===== src/rtl/sram_arb_pkg.sv =====
`timescale 1ns/1ps
package sram_arb_pkg;

    localparam int ADDR_W = 21;
    localparam int DATA_W = 8;

    typedef logic [ADDR_W-1:0] addr_t;
    typedef logic [DATA_W-1:0] data_t;

    typedef enum logic [2:0] {
        ST_IDLE   = 3'd0,
        ST_WSETUP = 3'd1,
        ST_WPULSE = 3'd2,
        ST_WHOLD  = 3'd3,
        ST_RACC   = 3'd4
    } seq_st_e;

    typedef struct packed {
        logic ce_n;
        logic we_n;
        logic oe_n;
        logic bus_en;
    } mem_ctl_t;

    localparam mem_ctl_t CTL_OFF = '{ce_n: 1'b1, we_n: 1'b1, oe_n: 1'b1, bus_en: 1'b0};

    // Pin levels for each sequencer state
    function automatic mem_ctl_t ctl_of(seq_st_e s);
        mem_ctl_t c;
        c = CTL_OFF;
        unique case (s)
            ST_WSETUP, ST_WHOLD: begin
                c.ce_n   = 1'b0;
                c.bus_en = 1'b1;
            end
            ST_WPULSE: begin
                c.ce_n   = 1'b0;
                c.we_n   = 1'b0;
                c.bus_en = 1'b1;
            end
            ST_RACC: begin
                c.ce_n = 1'b0;
                c.oe_n = 1'b0;
            end
            default: c = CTL_OFF;
        endcase
        return c;
    endfunction

    // Address sum that wraps at the address width
    function automatic addr_t addr_add(addr_t a, addr_t b);
        return a + b;
    endfunction

endpackage


===== src/rtl/arb_edge_sync.sv =====
`timescale 1ns/1ps
module arb_edge_sync #(
    parameter int STAGES = 2
) (
    input  logic clk,
    input  logic rst,
    input  logic in_a,
    output logic rise
);
    // chain[STAGES-1:0] synchronize, chain[STAGES] is the previous settled level
    logic [STAGES:0] chain;

    always_ff @(posedge clk) begin
        if (rst) chain <= '0;
        else     chain <= {chain[STAGES-1:0], in_a};
    end

    assign rise = chain[STAGES-1] & ~chain[STAGES];

    AST_RISE_SINGLE: assert property (@(posedge clk) disable iff (rst)
        rise |=> !rise);

endmodule


===== src/rtl/arb_read_counter.sv =====
`timescale 1ns/1ps
module arb_read_counter
    import sram_arb_pkg::*;
(
    input  logic  clk,
    input  logic  rst,
    input  logic  step,
    input  logic  load,
    input  addr_t preload,
    input  addr_t offset,
    output addr_t rd_addr
);
    addr_t count_q;

    always_ff @(posedge clk) begin
        if (rst)       count_q <= '0;
        else if (step) count_q <= load ? preload : addr_add(count_q, addr_t'(1));
    end

    assign rd_addr = addr_add(count_q, offset);

    AST_COUNT_STEP: assert property (@(posedge clk) disable iff (rst)
        (step && !load) |=> (count_q == addr_t'($past(count_q) + 1'b1)));
    AST_COUNT_LOAD: assert property (@(posedge clk) disable iff (rst)
        (step && load) |=> (count_q == $past(preload)));
    AST_COUNT_HOLD: assert property (@(posedge clk) disable iff (rst)
        !step |=> $stable(count_q));

endmodule


===== src/rtl/arb_access_seq.sv =====
`timescale 1ns/1ps
module arb_access_seq
    import sram_arb_pkg::*;
#(
    parameter int WE_CYC = 4,
    parameter int RD_CYC = 14
) (
    input  logic     clk,
    input  logic     rst,
    input  logic     wr_req,
    input  addr_t    wr_addr,
    input  logic     rd_req,
    input  addr_t    rd_addr,
    input  data_t    mem_rdata,
    output addr_t    mem_addr,
    output mem_ctl_t mem_ctl,
    output data_t    rd_data,
    output logic     rd_latch
);
    localparam int TMR_MAX = (WE_CYC > RD_CYC) ? WE_CYC : RD_CYC;
    localparam int TMR_W   = $clog2(TMR_MAX + 1);
    localparam int RUN_W   = TMR_W + 1;

    seq_st_e     st_q, st_d;
    logic [TMR_W-1:0] tmr_q;
    logic        wr_pend_q, rd_pend_q;
    logic        take_wr, take_rd, rd_done;
    addr_t       wr_addr_q, addr_q;
    mem_ctl_t    ctl_q;
    data_t       rd_data_q;
    logic        rd_latch_q;

    always_comb begin
        st_d    = st_q;
        take_wr = 1'b0;
        take_rd = 1'b0;
        unique case (st_q)
            ST_IDLE: begin
                if (wr_pend_q) begin
                    st_d    = ST_WSETUP;
                    take_wr = 1'b1;
                end else if (rd_pend_q) begin
                    st_d    = ST_RACC;
                    take_rd = 1'b1;
                end
            end
            ST_WSETUP: st_d = ST_WPULSE;
            ST_WPULSE: if (tmr_q == TMR_W'(WE_CYC - 1)) st_d = ST_WHOLD;
            ST_WHOLD:  st_d = ST_IDLE;
            ST_RACC:   if (tmr_q == TMR_W'(RD_CYC - 1)) st_d = ST_IDLE;
            default:   st_d = ST_IDLE;
        endcase
    end

    assign rd_done = (st_q == ST_RACC) && (st_d == ST_IDLE);

    always_ff @(posedge clk) begin
        if (rst) begin
            st_q       <= ST_IDLE;
            tmr_q      <= '0;
            wr_pend_q  <= 1'b0;
            rd_pend_q  <= 1'b0;
            wr_addr_q  <= '0;
            addr_q     <= '0;
            ctl_q      <= CTL_OFF;
            rd_data_q  <= '0;
            rd_latch_q <= 1'b0;
        end else begin
            st_q  <= st_d;
            tmr_q <= (st_d != st_q) ? '0 : tmr_q + TMR_W'(1);
            ctl_q <= ctl_of(st_d);

            if (wr_req)       wr_pend_q <= 1'b1;
            else if (take_wr) wr_pend_q <= 1'b0;
            if (rd_req)       rd_pend_q <= 1'b1;
            else if (take_rd) rd_pend_q <= 1'b0;

            if (wr_req)       wr_addr_q <= wr_addr;
            if (take_wr)      addr_q    <= wr_addr_q;
            else if (take_rd) addr_q    <= rd_addr;

            rd_latch_q <= rd_done;
            if (rd_done) rd_data_q <= mem_rdata;
        end
    end

    assign mem_addr = addr_q;
    assign mem_ctl  = ctl_q;
    assign rd_data  = rd_data_q;
    assign rd_latch = rd_latch_q;

    // Run-length counters of the enable pins, used by the window checks below
    logic [RUN_W-1:0] we_run, oe_run;
    always_ff @(posedge clk) begin
        if (rst) begin
            we_run <= '0;
            oe_run <= '0;
        end else begin
            if (ctl_q.we_n)        we_run <= '0;
            else if (we_run != '1) we_run <= we_run + RUN_W'(1);
            if (ctl_q.oe_n)        oe_run <= '0;
            else if (oe_run != '1) oe_run <= oe_run + RUN_W'(1);
        end
    end

    AST_WE_WIDTH: assert property (@(posedge clk) disable iff (rst)
        $rose(ctl_q.we_n) |-> (we_run >= RUN_W'(WE_CYC)));
    AST_WE_ADDR_HOLD: assert property (@(posedge clk) disable iff (rst)
        !$past(ctl_q.we_n) |-> (addr_q == $past(addr_q)));
    AST_READ_WINDOW: assert property (@(posedge clk) disable iff (rst)
        rd_latch_q |-> (oe_run >= RUN_W'(RD_CYC)));
    AST_LATCH_PULSE: assert property (@(posedge clk) disable iff (rst)
        rd_latch_q |=> !rd_latch_q);
    AST_WRITE_FIRST: assert property (@(posedge clk) disable iff (rst)
        (st_q == ST_IDLE && wr_pend_q && rd_pend_q) |=> (st_q == ST_WSETUP));
    AST_NO_WE_OE: assert property (@(posedge clk) disable iff (rst)
        !(!ctl_q.we_n && !ctl_q.oe_n));
    AST_WE_NEEDS_CE: assert property (@(posedge clk) disable iff (rst)
        !ctl_q.we_n |-> !ctl_q.ce_n);

endmodule


===== src/rtl/sram_share_arb.sv =====
`timescale 1ns/1ps
module sram_share_arb
    import sram_arb_pkg::*;
#(
    parameter int WE_CYC      = 4,
    parameter int RD_CYC      = 14,
    parameter int SYNC_STAGES = 2
) (
    input  logic              clk,
    input  logic              rst,
    input  logic              wr_stb_a,
    input  logic [ADDR_W-1:0] wr_addr,
    input  logic              cnt_clk_a,
    input  logic              cnt_load,
    input  logic [ADDR_W-1:0] cnt_preload,
    input  logic [ADDR_W-1:0] rd_offset,
    input  logic [DATA_W-1:0] sram_rdata,
    output logic [ADDR_W-1:0] sram_addr,
    output logic              sram_ce_n,
    output logic              sram_we_n,
    output logic              sram_oe_n,
    output logic              wr_bus_en,
    output logic [DATA_W-1:0] rd_data,
    output logic              rd_latch
);
    logic     wr_rise, cnt_rise;
    addr_t    rd_addr;
    mem_ctl_t ctl;

    arb_edge_sync #(.STAGES(SYNC_STAGES)) u_wr_sync (
        .clk  (clk),
        .rst  (rst),
        .in_a (wr_stb_a),
        .rise (wr_rise)
    );

    arb_edge_sync #(.STAGES(SYNC_STAGES)) u_cnt_sync (
        .clk  (clk),
        .rst  (rst),
        .in_a (cnt_clk_a),
        .rise (cnt_rise)
    );

    arb_read_counter u_cnt (
        .clk     (clk),
        .rst     (rst),
        .step    (cnt_rise),
        .load    (cnt_load),
        .preload (cnt_preload),
        .offset  (rd_offset),
        .rd_addr (rd_addr)
    );

    arb_access_seq #(.WE_CYC(WE_CYC), .RD_CYC(RD_CYC)) u_seq (
        .clk       (clk),
        .rst       (rst),
        .wr_req    (wr_rise),
        .wr_addr   (wr_addr),
        .rd_req    (cnt_rise),
        .rd_addr   (rd_addr),
        .mem_rdata (sram_rdata),
        .mem_addr  (sram_addr),
        .mem_ctl   (ctl),
        .rd_data   (rd_data),
        .rd_latch  (rd_latch)
    );

    assign sram_ce_n = ctl.ce_n;
    assign sram_we_n = ctl.we_n;
    assign sram_oe_n = ctl.oe_n;
    assign wr_bus_en = ctl.bus_en;

endmodule


===== config.mk =====
export PLATFORM = sky130hd
export DESIGN_NAME = sram_share_arb
export DESIGN_NICKNAME = d
export VERILOG_FILES = /design/src/rtl/sram_arb_pkg.sv /design/src/rtl/arb_edge_sync.sv /design/src/rtl/arb_read_counter.sv /design/src/rtl/arb_access_seq.sv /design/src/rtl/sram_share_arb.sv
export SDC_FILE = /design/constraint.sdc
export NUM_CORES = 1
export LEC_CHECK = 0
export ABC_AREA = 1
export BUFFER_PORTS_ARGS = -buffer_cell sky130_fd_sc_hd__buf_2
export CAP_MARGIN = 10
export CORE_AREA = 2 2 103 105
export DETAILED_ROUTE_END_ITERATION = 10
export DIE_AREA = 0 0 105 107
export PLACE_DENSITY = 0.89
export SLEW_MARGIN = 20
export SYNTH_ARGS = -nofsm -noshare
export SYNTH_HDL_FRONTEND = slang
export SYNTH_SLANG_ARGS = --single-unit

===== constraint.sdc =====
create_clock -name clk -period 4.8 [get_ports clk]
set_clock_uncertainty 0.2 [all_clocks]
set_input_delay 0.96 -clock clk [delete_from_list [all_inputs] [get_ports clk]]
set_output_delay 0.96 -clock clk [all_outputs]
set_load 0.01 [all_outputs]

After elaboration in Yosys (flattened, before gate mapping):

Index checks and enable logic that the tools add are counted.

* output and inout bits: 34
* bits in registers: 91
* logic and storage cells: 62
* input port bits: 76

* equal/unequal tests: 10
* reductions and logical operators: 9
* $add $sub $neg: 3
* muxes and demuxes: 21
* bitwise operators: 4

Operator list (number)
* 21-bit two-way mux: 3
* 21-bit by 1-bit adder with 21-bit output, second input constant: 1
* 21-bit adder: 1
* 1-bit two-way mux: 13
* 3-bit two-way mux: 4
* 3-bit case mux with 4 select lines: 1
* 3-bit by 2-bit == test with 1-bit output, second input constant: 3
* 3-bit by 1-bit == test with 1-bit output, second input constant: 2
* 3-bit == test, second input constant: 2
* 3-bit zero test: 2
* 2-bit nonzero test: 3
* 4-bit by 1-bit adder with 4-bit output, second input constant: 1
* 4-bit by 2-bit == test with 1-bit output, second input constant: 1
* 4-bit == test, second input constant: 1
* 4-bit OR reduction: 1
* 3-bit inequality test: 1
* 3-bit OR reduction: 1
* 1-bit AND: 2
* 1-bit inverter: 2
* 2-bit OR reduction: 1
* 1-bit logical AND: 1

Longest topological paths before layout:

* depth after elaboration: 6
* mapped depth: 12
* mapped depth without buffers: 12

Hierarchy:

From an unflattened synthesis, not the netlist that was laid out.

* cells, all modules: 849
* area, all modules: 5590.4 um^2

Modules (own cells, without submodules)
* arb_access_seq: area an instance 2747.6 um^2, sequential area each 1281.2 um^2, times used 1, cells each 374
* arb_read_counter: area an instance 2670.1 um^2, sequential area each 420.4 um^2, times used 1, cells each 455
* arb_edge_sync: area an instance 86.3 um^2, sequential area each 60.1 um^2, times used 2, cells each 10

Least setup slack after synthesis:

No wires, ideal clock.

* path type: input to register
* start point: input rd_offset[0]
* end point: register u_seq.addr_q[16], in the netlist u_seq.mem_addr[16]
* arrival: 2.237 ns
* buffers on the path: 0
* required time: 4.468 ns
* setup time: 0.132 ns
* setup slack: 2.231 ns
* cell stages on the path: 10
* cells stage by stage: ha_1 fa_1 nand3_1 nand3_1 nand3_1 nand2_1 nand2_1 nand3b_1 nand3_2 a21oi_1

* word-level cells in the longest chain between the ends: 3

Ends and longest elaborated chain
* from (decl): RTL line sram_share_arb.sv:16 `input logic [ADDR_W-1:0] rd_offset,`
* 21-bit adder: RTL line sram_arb_pkg.sv:52 `return a + b;`
* 21-bit two-way mux: RTL line arb_access_seq.sv:80 `else if (take_rd) addr_q <= rd_addr;`
* 21-bit two-way mux: RTL line arb_access_seq.sv:79 `if (take_wr) addr_q <= wr_addr_q;`
* to (signal assigned): RTL line arb_access_seq.sv:79
* to (signal assigned): RTL line arb_access_seq.sv:80
* to (decl): RTL line arb_access_seq.sv:28 `addr_t wr_addr_q, addr_q;`

No other way between the ends. The select of a mux whose other input is x is not followed.
A chain may end at the register's enable or synchronous reset.

Worst setup path after layout:

* start point: input rd_offset[0]
* end point: register u_seq.addr_q[12], in the netlist u_seq.mem_addr[12]

Same word-level chain as after synthesis.

==> out/summary.txt <==
status: complete, no violations
Ys Warns: 0
RSZ-0062 raised after global routing: false
CP required: 4.90 ns
CTS tree: yes
DPL Wire Length: 10.36 mm
Core ar.: 10,090 um2
Remaining Overflow, GRT: 0
vias in the first global route: 4,780
die area: 11,240 um2
WP data arrival: 2.61 ns
area occupied by multi-input gates: 3088 um2
Fin Setup TNS: 0 ns
WP buf/inv: 1
max_cap viols: 0
deepest clock path buffer count: 2
Slew headroom: 0.5493
row cnt: 37
TritonCTS buffer count: 9
drt first-iter violations: 426
Mapped Area: 5415 um2
Fmax: 397.6 MHz
Chip Width: 105 um
cell depth of the worst setup path: 12
Worst path max stage delay: 0.43 ns
combinational power share: 0.161
static leakage: 2.933 nW
part of the power in the clock network: 0.353
Synth Register Bits: 91
total routed wirelength: 13.76 mm
clk sinks: 91
I/O pin cnt: 110
Power per Cell Area: 270.3 nW/um2
CTS resizes: 0
initial antenna violation count: 1
dominant synthesized flop cell: dfxtp_1
postcts setup bufs: 0
H-tree depth: 3
routed len/inst: 13.21 um
Worst-Margin Slew: 0.6760 ns
Setup crit end kind: flip-flop
Area Growth Syn to Fin: 15.18%
Slew Limit Fails: 0
Tcrit/Tclk final: 0.5240
worst reg2reg path depth: 11
Final Instance Area: 6237 um2
Switch Pwr: 468.3 uW
Net Sw Frac: 0.2778
DRC viols: 0
Post-CTS Hold Buffers: 0
number of synthesized flops with an enable pin: 0
Worst Hold Class: flip-flop to flip-flop
first-pass GRT wire length: 22.49 mm
area share of the largest cell type after synthesis: 0.3364
worst-skew pair later-pin latency: 0.36 ns
share of post-route cells with drive strength above 1: 0.1845
Reg2Reg Setup Slack: 2.54 ns
worst setup path end: u_seq.mem_addr[12]
reg2reg end: u_seq.mem_addr[12]
minimum clock period: 2.515 ns
largest net degree at the start of global routing: 64
worst setup path category: primary input to flip-flop
critical path peak fanout: 4
fin util: 0.6180
RD Place Congestion: 0.9196
Post-DRT Antenna Nets: 0
Synth Area per Inst: 6.735 um2
filler instances: 946
sequential fraction of the synthesis area: 0.3364
Post-synth ARST share: 0
Max VDD drop: 0.1949 mV
crit-path leading delay family: simple AND/OR/NAND/NOR gates
drt pass-1 iters: 6
FF+latch area: 1822 um2
Initial Util: 0.5366
Critical-path top delay cell: fa_1
Cells after Synth: 804
Reg power frac: 0.486
Avg Vias per Cell: 5.245
Int Power: 1.218 mW
worst-path cell chain: buf_2, ha_1, fa_1, nand3_1, nand3_1, nand3_1, nand2_1, nand2_1, nand2_1, nand2_1, nand3_1, a21oi_1
Chip Height: 107 um
Area after DPL: 6000 um2
most area-consuming cells after synthesis: dfxtp_1, nand2_1, nor2_1
Synth Net Count: 904
Clock Pin Slew Worst Setup and Hold Paths: 0.09 ns
largest area contributor in the netlist: dfxtp_1
Fin. Hold Viols: 0
Worst Setup SP: rd_offset[0]
Root Buffer: clkbuf_8
Synth cell types: 41
# setup viols final: 0
startpoint types: primary input
routed vias: 5,465
Total GRT Usage: 0.2470
port bufs: 109
worst r2r src: u_cnt.count_q[0]
Final nets: 1,000
tightest hold or removal path, cell delays in order (launching register included):
cell and delay [ns]:
dfxtp_1 0.30, inv_1 0.04, nor2_1 0.03
worst min-delay path by stage:
| stage | start | endpoint | slack [ns] | cells after the start |
|---|---|---|---|---|
| floorplan | u_cnt_sync.chain[0] | u_cnt_sync.chain[1] | 0.19 | 2 |
| global placement | u_wr_sync.chain[0] | u_wr_sync.chain[1] | 0.20 | 2 |
| detailed placement | u_wr_sync.chain[0] | u_wr_sync.chain[1] | 0.20 | 2 |
| CTS | u_wr_sync.chain[0] | u_wr_sync.chain[1] | 0.21 | 2 |
| global route | u_wr_sync.chain[0] | u_wr_sync.chain[1] | 0.22 | 2 |
| finish | u_wr_sync.chain[0] | u_wr_sync.chain[1] | 0.21 | 2 |
layout by cell type, fill, tap and decap left out, drive strengths merged, types with 11 or more instances in the layout:
| cell | synthesis | routed |
|---|---|---|
| nand2 | 211 | 211 |
| nor2 | 117 | 117 |
| buf | 11 | 111 |
| inv | 92 | 93 |
| dfxtp | 91 | 91 |
| a21oi | 70 | 70 |
| nand3 | 59 | 59 |
| o21ai | 32 | 32 |
| ha | 23 | 23 |
| a22o | 13 | 13 |
| clkbuf | 15 | 11 |
| nor3 | 11 | 11 |
Yosys cell counts (4+ instances only):
| cell type | instances |
|---|---|
| nand2_1 | 208 |
| a22o_1 | 9 |
| ha_1 | 23 |
| nor2_1 | 108 |
| nand3b_1 | 9 |
| a21oi_1 | 61 |
| nand4_1 | 7 |
| a31oi_1 | 6 |
| nand3_1 | 56 |
| o21ai_1 | 5 |
| nor3_1 | 9 |
| clkbuf_1 | 15 |
| buf_6 | 4 |
| nor2_4 | 6 |
| dfxtp_1 | 91 |
| inv_1 | 84 |
| a21oi_2 | 9 |
| o211ai_1 | 6 |
| o21bai_1 | 4 |
| inv_2 | 7 |
| xor2_1 | 10 |
| o21ai_0 | 27 |
| a22o_2 | 4 |
state kept, by name, summed over array words and instances, names as in the netlist:
register and count:
u_seq.mem_addr 21, u_seq.rd_latch 1, u_wr_sync.chain 3, u_seq.rd_pend_q 1, u_seq.tmr_q 4, u_seq.wr_pend_q 1, u_seq.rd_data 8, u_cnt.count_q 21
u_cnt_sync.chain 3, u_seq.wr_addr_q 21, u_seq.st_q 3, u_seq.mem_ctl 4
layer usage:
layer	GRT usage	part of all wire	routed length, um
met1	0.3236	0.44	6112
met2	0.4082	0.47	6514
met3	0.04681	0.059	817
met4	0.08571	0.023	317
met5	0	0	0
layout make-up:
cell class                 instances  area share
tap                              136     0.02728
sequential                        91      0.2921
clock buffer                      11     0.02427
antenna                            1   0.0004012
timing repair buffer             111     0.08987
multi-input combinational        594      0.4951
inverter                          93     0.05757
clock inverter                     5     0.01344
through the flow:
stage | std cells | setup WS (ns) | hold slack (ns) | total power, mW
finish | 1042 | 2.285 | 0.2115 | 1.686
global route | 1042 | 2.163 | 0.2226 | 1.768
CTS | 1041 | 2.307 | 0.2133 | 1.694
detailed placement | 1025 | 1.917 | 0.1951 | 1.105
global placement | 1025 | 1.958 | 0.1979 | 1.098
floorplan | 804 | 2.231 | 0.1883 | 1.020
cell families after synthesis:
| group | share of synthesized area |
|---|---|
| XOR/XNOR | 0.02103 |
| AND/OR/NAND/NOR | 0.3401 |
| AO/OA/AOI/OAI | 0.1523 |
| buffers and inverters | 0.09334 |
| adder cells (fa/ha/maj) | 0.05684 |
| flip-flops | 0.3364 |
power by group through the flow:
stage	clock (mW)	combinational [mW]	sequential [mW]
2_1_floorplan	0	0.184	0.836
3_3_place_gp	0	0.263	0.835
3_5_place_dp	0	0.269	0.836
4_1_cts	0.605	0.271	0.819
5_1_grt	0.639	0.305	0.824
6_report	0.595	0.272	0.819
Note: power is estimated with default switching activity, not from simulation.
